[config.mk]
export PLATFORM = sky130hd
export DESIGN_NAME = lane_unit
export DESIGN_NICKNAME = d
export VERILOG_FILES = /design/src/rtl/lane_pkg.sv /design/src/rtl/lane_extract.sv /design/src/rtl/lane_fill.sv /design/src/rtl/lane_unit.sv
export SDC_FILE = /design/constraint.sdc
export NUM_CORES = 1
export LEC_CHECK = 0
export BUFFER_PORTS_ARGS = -buffer_cell sky130_fd_sc_hd__buf_2
export CORE_ASPECT_RATIO = 1.5
export CORE_MARGIN = 2
export CORE_UTILIZATION = 30
export DETAILED_ROUTE_END_ITERATION = 8
export GPL_TIMING_DRIVEN = 0
export PLACE_DENSITY = 0.68
export SLEW_MARGIN = 40
export SYNTH_ARGS = -nofsm -noshare
export SYNTH_HDL_FRONTEND = slang
export SYNTH_SLANG_ARGS = --single-unit
[constraint.sdc]
create_clock -name vclk -period 3.57
set_input_delay 0.714 -clock vclk [all_inputs]
set_output_delay 0.714 -clock vclk [all_outputs]
set_load 0.005 [all_outputs]
[src/rtl/lane_pkg.sv]
package lane_pkg;
   localparam int OP_W = 3;

   typedef enum logic [OP_W-1:0] {
      OP_XB_DYN = 3'b000,
      OP_XB_IMM = 3'b001,
      OP_XH_DYN = 3'b010,
      OP_XH_IMM = 3'b011,
      OP_REP_B  = 3'b100,
      OP_REP_H  = 3'b101
   } lane_op_e;
endpackage

[src/rtl/lane_extract.sv]
// Picks piece idx_i of width PIECE_W out of word_i (piece 0 = LSBs).
module lane_extract #(
   parameter int DATA_W    = 32,
   parameter int PIECE_W   = 8,
   parameter bit SHIFT_MUX = 1'b0,
   localparam int NP = DATA_W / PIECE_W,
   localparam int IW = $clog2(NP)
) (
   input  logic [DATA_W-1:0]  word_i,
   input  logic [IW-1:0]      idx_i,
   output logic [PIECE_W-1:0] piece_o
);
   generate
      if (SHIFT_MUX) begin : g_shift
         logic [DATA_W-1:0] shifted;
         assign shifted = word_i >> (int'(idx_i) * PIECE_W);
         assign piece_o = shifted[PIECE_W-1:0];
      end else begin : g_andor
         logic [NP-1:0][PIECE_W-1:0] gated;
         for (genvar p = 0; p < NP; p++) begin : g_pc
            assign gated[p] = (idx_i == IW'(p)) ? word_i[p*PIECE_W +: PIECE_W]
                                                : '0;
         end
         always_comb begin
            piece_o = '0;
            for (int p = 0; p < NP; p++) piece_o = piece_o | gated[p];
         end
      end
   endgenerate
endmodule

[src/rtl/lane_fill.sv]
// Copies one piece into every piece position of the word.
module lane_fill #(
   parameter int DATA_W  = 32,
   parameter int PIECE_W = 8,
   localparam int NP = DATA_W / PIECE_W
) (
   input  logic [PIECE_W-1:0] piece_i,
   output logic [DATA_W-1:0]  word_o
);
   generate
      for (genvar p = 0; p < NP; p++) begin : g_rep
         assign word_o[p*PIECE_W +: PIECE_W] = piece_i;
      end
   endgenerate
endmodule

[src/rtl/lane_unit.sv]
module lane_unit #(
   parameter int DATA_W    = 32,
   parameter int LANE_W    = 8,
   parameter bit SHIFT_MUX = 1'b0,
   localparam int NB    = DATA_W / LANE_W,
   localparam int IDX_W = $clog2(NB)
) (
   input  logic [lane_pkg::OP_W-1:0] op_i,
   input  logic [DATA_W-1:0]         operand_i,
   input  logic [IDX_W-1:0]          sel_i,
   input  logic [IDX_W-1:0]          imm_i,
   output logic [DATA_W-1:0]         result_o
);
   import lane_pkg::*;

   localparam int HALF_W = 2 * LANE_W;
   localparam int NH     = DATA_W / HALF_W;
   localparam int HIW    = $clog2(NH);

   generate
      if (DATA_W % HALF_W != 0) begin : g_bad_width
         $error("lane_unit: DATA_W must be a multiple of two lanes");
      end
      if (NH < 2 || (1 << HIW) != NH) begin : g_bad_count
         $error("lane_unit: halfword count must be a power of two, at least 2");
      end
   endgenerate

   logic [IDX_W-1:0]  byte_idx;
   logic [HIW-1:0]    half_idx;
   logic [LANE_W-1:0] byte_pc;
   logic [HALF_W-1:0] half_pc;
   logic [DATA_W-1:0] byte_rep;
   logic [DATA_W-1:0] half_rep;

   // The op code decides whether the register or the immediate steers.
   assign byte_idx = (op_i == OP_XB_IMM) ? imm_i : sel_i;
   assign half_idx = (op_i == OP_XH_IMM) ? imm_i[HIW-1:0]
                                         : sel_i[IDX_W-1 -: HIW];

   lane_extract #(.DATA_W(DATA_W), .PIECE_W(LANE_W), .SHIFT_MUX(SHIFT_MUX)) u_xb (
      .word_i(operand_i), .idx_i(byte_idx), .piece_o(byte_pc));

   lane_extract #(.DATA_W(DATA_W), .PIECE_W(HALF_W), .SHIFT_MUX(SHIFT_MUX)) u_xh (
      .word_i(operand_i), .idx_i(half_idx), .piece_o(half_pc));

   lane_fill #(.DATA_W(DATA_W), .PIECE_W(LANE_W)) u_fb (
      .piece_i(operand_i[LANE_W-1:0]), .word_o(byte_rep));

   lane_fill #(.DATA_W(DATA_W), .PIECE_W(HALF_W)) u_fh (
      .piece_i(operand_i[HALF_W-1:0]), .word_o(half_rep));

   always_comb begin
      case (op_i)
         OP_XB_DYN, OP_XB_IMM: result_o = DATA_W'(byte_pc);
         OP_XH_DYN, OP_XH_IMM: result_o = DATA_W'(half_pc);
         OP_REP_B:             result_o = byte_rep;
         OP_REP_H:             result_o = half_rep;
         default:              result_o = '0;
      endcase
   end
endmodule

Yosys cells after proc, flatten, opt, wreduce, memory -nomap -nowiden --
Cells that the tools add are included. Widths: inputs -> output; s select.
Storage, ports and cells: output and inout bits 32, input port bits 39, flip-flop bits (word level) 0
Cells by class: bitwise operators 4, multiplexer cells 9, eq/ne operators 8, reduce and logical (&&, ||, !) cells 4
Operator list (count):
- $pmux 32 s4 | 1
- $mux 16 | 2
- $mux 8 | 4
- $or 8x8->8 | 3
- $or 16x16->16 | 1
- $eq 3x2->1 const B | 2
- $eq 3x3->1 const B | 2
- $eq 2x2->1 const B | 2
- $reduce_or 2->1 | 2
- $eq 3x1->1 const B | 1
- $logic_not 3->1 | 1
- $eq 2x1->1 const B | 1
- $logic_not 2->1 | 1
- $mux 2 | 1
- $mux 1 | 1

Logic depth before layout (Yosys ltp) --
depth in word-level cells 8, mapped depth 7, depth with buffers taken out 4

Cells and area by module --
From an unflattened synthesis, not the netlist that was laid out.
Second synthesis, totals: cells, all modules 181, area, all modules 1699.1 µm²
By module, submodules not included:
- lane_unit | area an instance 767.0 µm², instances 1, cells each 89
- lane_fill | area an instance 240.2 µm², instances 2, cells each 32
- lane_extract at u_xh | area an instance 249.0 µm², instances 1, cells each 18
- lane_extract at u_xb | area an instance 202.7 µm², instances 1, cells each 10

Worst setup path after synthesis --
OpenSTA, ideal clock, no wires.
path type input-to-output, start input port op_i[0] (netlist name), end output port result_o[0], required time 2.856 ns, stages 5, slack 0.610 ns, arrival 2.246 ns, cell sequence buf_4 > nor3b_4 > mux2i_4 > mux2_4 > a311o_1
Between the ends: longest elaborated chain between the ends 8, elaborated cells between the ends (all ways) 25
RTL lines:
- from (decl) | line lane_unit.sv:8 | input logic [lane_pkg::OP_W-1:0] op_i,
- $eq 3x1->1 | line lane_unit.sv:37, lane_unit.sv:54
- $mux 2 | line lane_unit.sv:37 | assign byte_idx = (op_i == OP_XB_IMM) ? imm_i : sel_i;
- $eq 2x1->1 / $logic_not 2->1 (equally long branches) | line lane_extract.sv:21 | assign gated[p] = (idx_i == IW'(p)) ? word_i[p*PIECE_W +: PIECE_W]
- $mux 8 | line lane_extract.sv:21
- $or 8x8->8 (3 in series) | line lane_extract.sv:26 | for (int p = 0; p < NP; p++) piece_o = piece_o | gated[p];
- $pmux 32 s4 * | line lane_unit.sv:54 | case (op_i)
- to (decl) | line lane_unit.sv:12 | output logic [DATA_W-1:0] result_o
Mark *: on every way between the ends. The rest lies on a longest branch, timed or not.

Final worst setup path --
start input port op_i[2] (netlist name), end output port result_o[0]
Same word-level chain as after synthesis.

==> report_table.html <==
<table>
<tr><th>Metric</th><th>Value</th></tr>
<tr><th colspan="2">Layout</th></tr>
<tr><td>Area growth from synthesis to layout</td><td>51.42%</td></tr>
<tr><td>Number of sequential storage elements</td><td>0</td></tr>
<tr><td>Post-Route Utilization</td><td>46.85%</td></tr>
<tr><td>Commonest non-fill, non-tap cell in the layout</td><td>buf_2</td></tr>
<tr><td>Commonest non-fill, non-tap cells in the layout</td><td>buf_2, mux2i_1, nor2_1</td></tr>
<tr><td>Fill cells</td><td>262</td></tr>
<tr><td>CLK BUF</td><td>0</td></tr>
<tr><td>Post-route cell area</td><td>1135 µm²</td></tr>
<tr><td>Ant. Diodes</td><td>0</td></tr>
<tr><td>Layout cells sized above 1</td><td>45.14%</td></tr>
<tr><td>NumNets Final</td><td>216</td></tr>
<tr><td>Reg area</td><td>0 µm²</td></tr>
<tr><th colspan="2">Logic synthesis</th></tr>
<tr><td>Average instance area after synthesis</td><td>7.138 µm²</td></tr>
<tr><td>Yosys warns</td><td>0</td></tr>
<tr><td>Mapped Cells</td><td>105</td></tr>
<tr><td>Net count after synthesis</td><td>144</td></tr>
<tr><td>Unique cell type count in the Yosys netlist</td><td>28</td></tr>
<tr><td>Leading cell types by total area after synthesis</td><td>mux2i_1, o221ai_1, and2_1, o22ai_1, nor2_1</td></tr>
<tr><td>Netlist area before placement</td><td>749.5 µm²</td></tr>
<tr><td>Portion of the post-synthesis area used by sequential elements</td><td>0%</td></tr>
<tr><td>Cell taking the most area after synthesis</td><td>mux2i_1</td></tr>
<tr><td>Yosys top cell area share</td><td>32.05%</td></tr>
<tr><th colspan="2">STA</th></tr>
<tr><td>Worst hold margin</td><td>1722 ps</td></tr>
<tr><td>Number of failing setup endpoints in the final timing report</td><td>0</td></tr>
<tr><td>Worst rel slew slack</td><td>61.14%</td></tr>
<tr><td>Post-layout min period</td><td>3247 ps</td></tr>
<tr><td>Final hold violations</td><td>0</td></tr>
<tr><td>Total count of max-transition violations in the final report</td><td>0</td></tr>
<tr><td>Total Neg Setup Slack</td><td>0 ps</td></tr>
<tr><td>Setup repair after global routing missed its margin</td><td>false</td></tr>
<tr><td>Highest Clock Rate</td><td>307.9 MHz</td></tr>
<tr><td>Fraction of the cycle the final worst path needs</td><td>90.96%</td></tr>
<tr><td>Actual slew at the worst max-slew pin</td><td>579.4 ps</td></tr>
<tr><th colspan="2">Critical path</th></tr>
<tr><td>CP Capture Type</td><td>output port</td></tr>
<tr><td>Data arrival time of the critical path</td><td>2530 ps</td></tr>
<tr><td>Class of the most critical setup path</td><td>input pin to output port</td></tr>
<tr><td>Critical Path RT</td><td>2860 ps</td></tr>
<tr><td>Highest net fanout along the worst path</td><td>8</td></tr>
<tr><td>Category of the worst setup path launch point</td><td>input pin</td></tr>
<tr><th colspan="2">Route</th></tr>
<tr><td>Drt initial violations</td><td>15</td></tr>
<tr><td>Routed wire length</td><td>2879 µm</td></tr>
<tr><td>Detail-routed via count per cell</td><td>5.482</td></tr>
<tr><td>Routed wire length per instance</td><td>14.47 µm</td></tr>
<tr><td>Vias post-DR</td><td>1,091</td></tr>
<tr><td>Post-DRT Antenna Nets</td><td>0</td></tr>
<tr><td>Drt drc</td><td>0</td></tr>
<tr><td>First-pass detailed-route iteration total</td><td>4</td></tr>
<tr><th colspan="2">CTS</th></tr>
<tr><td>Number of gates given a new drive strength after cts</td><td>0</td></tr>
<tr><td>Number of buffers inserted by post-CTS setup repair</td><td>0</td></tr>
<tr><td>Hold-fix buffer count after cts</td><td>0</td></tr>
<tr><th colspan="2">GRT</th></tr>
<tr><td>Vias in the first global route</td><td>1,047</td></tr>
<tr><td>GR Util All Layers</td><td>19.92%</td></tr>
<tr><td>Wire length of the first global-routing pass</td><td>4671 µm</td></tr>
<tr><td>Initial antenna violation count</td><td>0</td></tr>
<tr><td>Grt ovf</td><td>0</td></tr>
<tr><td>Maximum number of pins on one net before global-route repair</td><td>11</td></tr>
<tr><th colspan="2">Min path</th></tr>
<tr><td>Endpoint of the worst hold path</td><td>result_o[20]</td></tr>
<tr><td>Hold depth</td><td>3</td></tr>
<tr><td>Min-Delay Startpoint</td><td>operand_i[4]</td></tr>
<tr><td>Worst Hold Class</td><td>input pin to output port</td></tr>
<tr><th colspan="2">Floorplan</th></tr>
<tr><td>Number of primary I/O pins</td><td>71</td></tr>
<tr><td>Starting density of the core</td><td>30.94%</td></tr>
<tr><td>Core Box Area</td><td>2422 µm²</td></tr>
<tr><td>Number of standard-cell rows in the floorplan</td><td>22</td></tr>
<tr><td>Die height</td><td>65.22 µm</td></tr>
<tr><td>Die width</td><td>44.81 µm</td></tr>
<tr><td>Die outline area</td><td>2922 µm²</td></tr>
<tr><th colspan="2">Pwr</th></tr>
<tr><td>Sw Ratio</td><td>50.53%</td></tr>
<tr><td>Relative contribution of combinational cells to total power</td><td>100.0%</td></tr>
<tr><td>Power per Cell Area</td><td>129.2 nW/µm²</td></tr>
<tr><td>Leakage power figure</td><td>0.6553 nW</td></tr>
<tr><td>Net Switching</td><td>74.06 µW</td></tr>
<tr><td>Clk pwr share</td><td>0%</td></tr>
<tr><td>Reg power frac</td><td>0%</td></tr>
<tr><td>Internal power of the cells</td><td>72.51 µW</td></tr>
<tr><td>Tot Pwr</td><td>146.6 µW</td></tr>
<tr><td>IR drop worst, VDD</td><td>0.06555 mV</td></tr>
<tr><th colspan="2">Run</th></tr>
<tr><td>Max-Cap Viols</td><td>0</td></tr>
<tr><th colspan="2">Place</th></tr>
<tr><td>Placed standard-cell area</td><td>1135 µm²</td></tr>
<tr><td>Placer's final routability congestion estimate</td><td>0.9099</td></tr>
<tr><td>Count of input and output buffers</td><td>70</td></tr>
<tr><td>HPWL after detailed placement</td><td>2299 µm</td></tr>
<tr><th colspan="2">Run status</th></tr>
<tr><td>Result of the run</td><td>completed</td></tr>
</table>
per-layer routing:
| layer | vias up | track usage, % | routed length (µm) |
|---|---|---|---|
| li1 | 539 | - | - |
| met1 | 508 | 24.50 | 1144 |
| met2 | 42 | 36.41 | 1556 |
| met3 | 2 | 0.5495 | 159 |
| met4 | 0 | 5.515 | 19 |
| met5 | - | 0 | 0 |
Yosys cell counts:
cell type   n
buf_1       1
nand2b_1    4
a311o_1     1
a2bb2oi_1   1
o2bb2ai_1   1
a21o_1      1
nor3b_4     1
mux2i_4     1
and2_1      9
clkbuf_1    2
nor2_1     10
nor2b_1     1
mux2i_1    24
o21ai_0     7
o221ai_1    7
o31ai_1     1
mux2_4      1
o211a_2     1
nand3_1     3
buf_4       1
buf_2       3
o22ai_1     8
o211ai_1    1
inv_1       8
nand2_1     3
nand3b_1    2
a31oi_1     1
and4b_1     1
worst max-delay path: stages:
cell and delay (ps):
buf_2 140, nor3b_4 330, mux2i_4 530, mux2_4 340, a311o_1 340, buf_2 130
stage by stage:
stage / std cells / worst slack [ps]
2_1_floorplan: 105 / 610.2
3_3_place_gp: 199 / 308.8
3_5_place_dp: 199 / 318.4
4_1_cts: 199 / 315.6
5_1_grt: 199 / 241.8
6_report: 199 / 322.7
cell families (layout without fill, tap and decap cells):
group,after synthesis,after routing,synth area share (%)
AO/OA/AOI/OAI,30,30,28.38
AND/OR/NAND/NOR,34,34,26.04
buffers and inverters,15,85,8.514
multiplexers,26,26,37.06
worst max path at each step:
stage	to	slack, ps	startpoint
CTS	result_o[0]	320	op_i[2]
finish	result_o[0]	320	op_i[2]
global route	result_o[0]	240	op_i[1]
floorplan	result_o[0]	610	op_i[0]
detailed placement	result_o[0]	320	op_i[2]
global placement	result_o[0]	310	op_i[2]
power by group through the flow:
stage                     combinational, mW  sequential [mW]  clock, mW
after floorplan                      0.0786                0          0
after global placement                0.144                0          0
after detailed placement              0.147                0          0
after CTS                             0.148                0          0
after global routing                  0.163                0          0
final                                 0.147                0          0
final cells by class:
type	instances	area, µm²	share of cell area, %
repair buffers	70	350.3	30.87
well taps	24	30.03	2.646
plain buffers	7	33.78	2.977
inverters	8	30.03	2.646
multi-input cells	90	690.7	60.86
No activity file was read; power rests on OpenSTA's default activity.
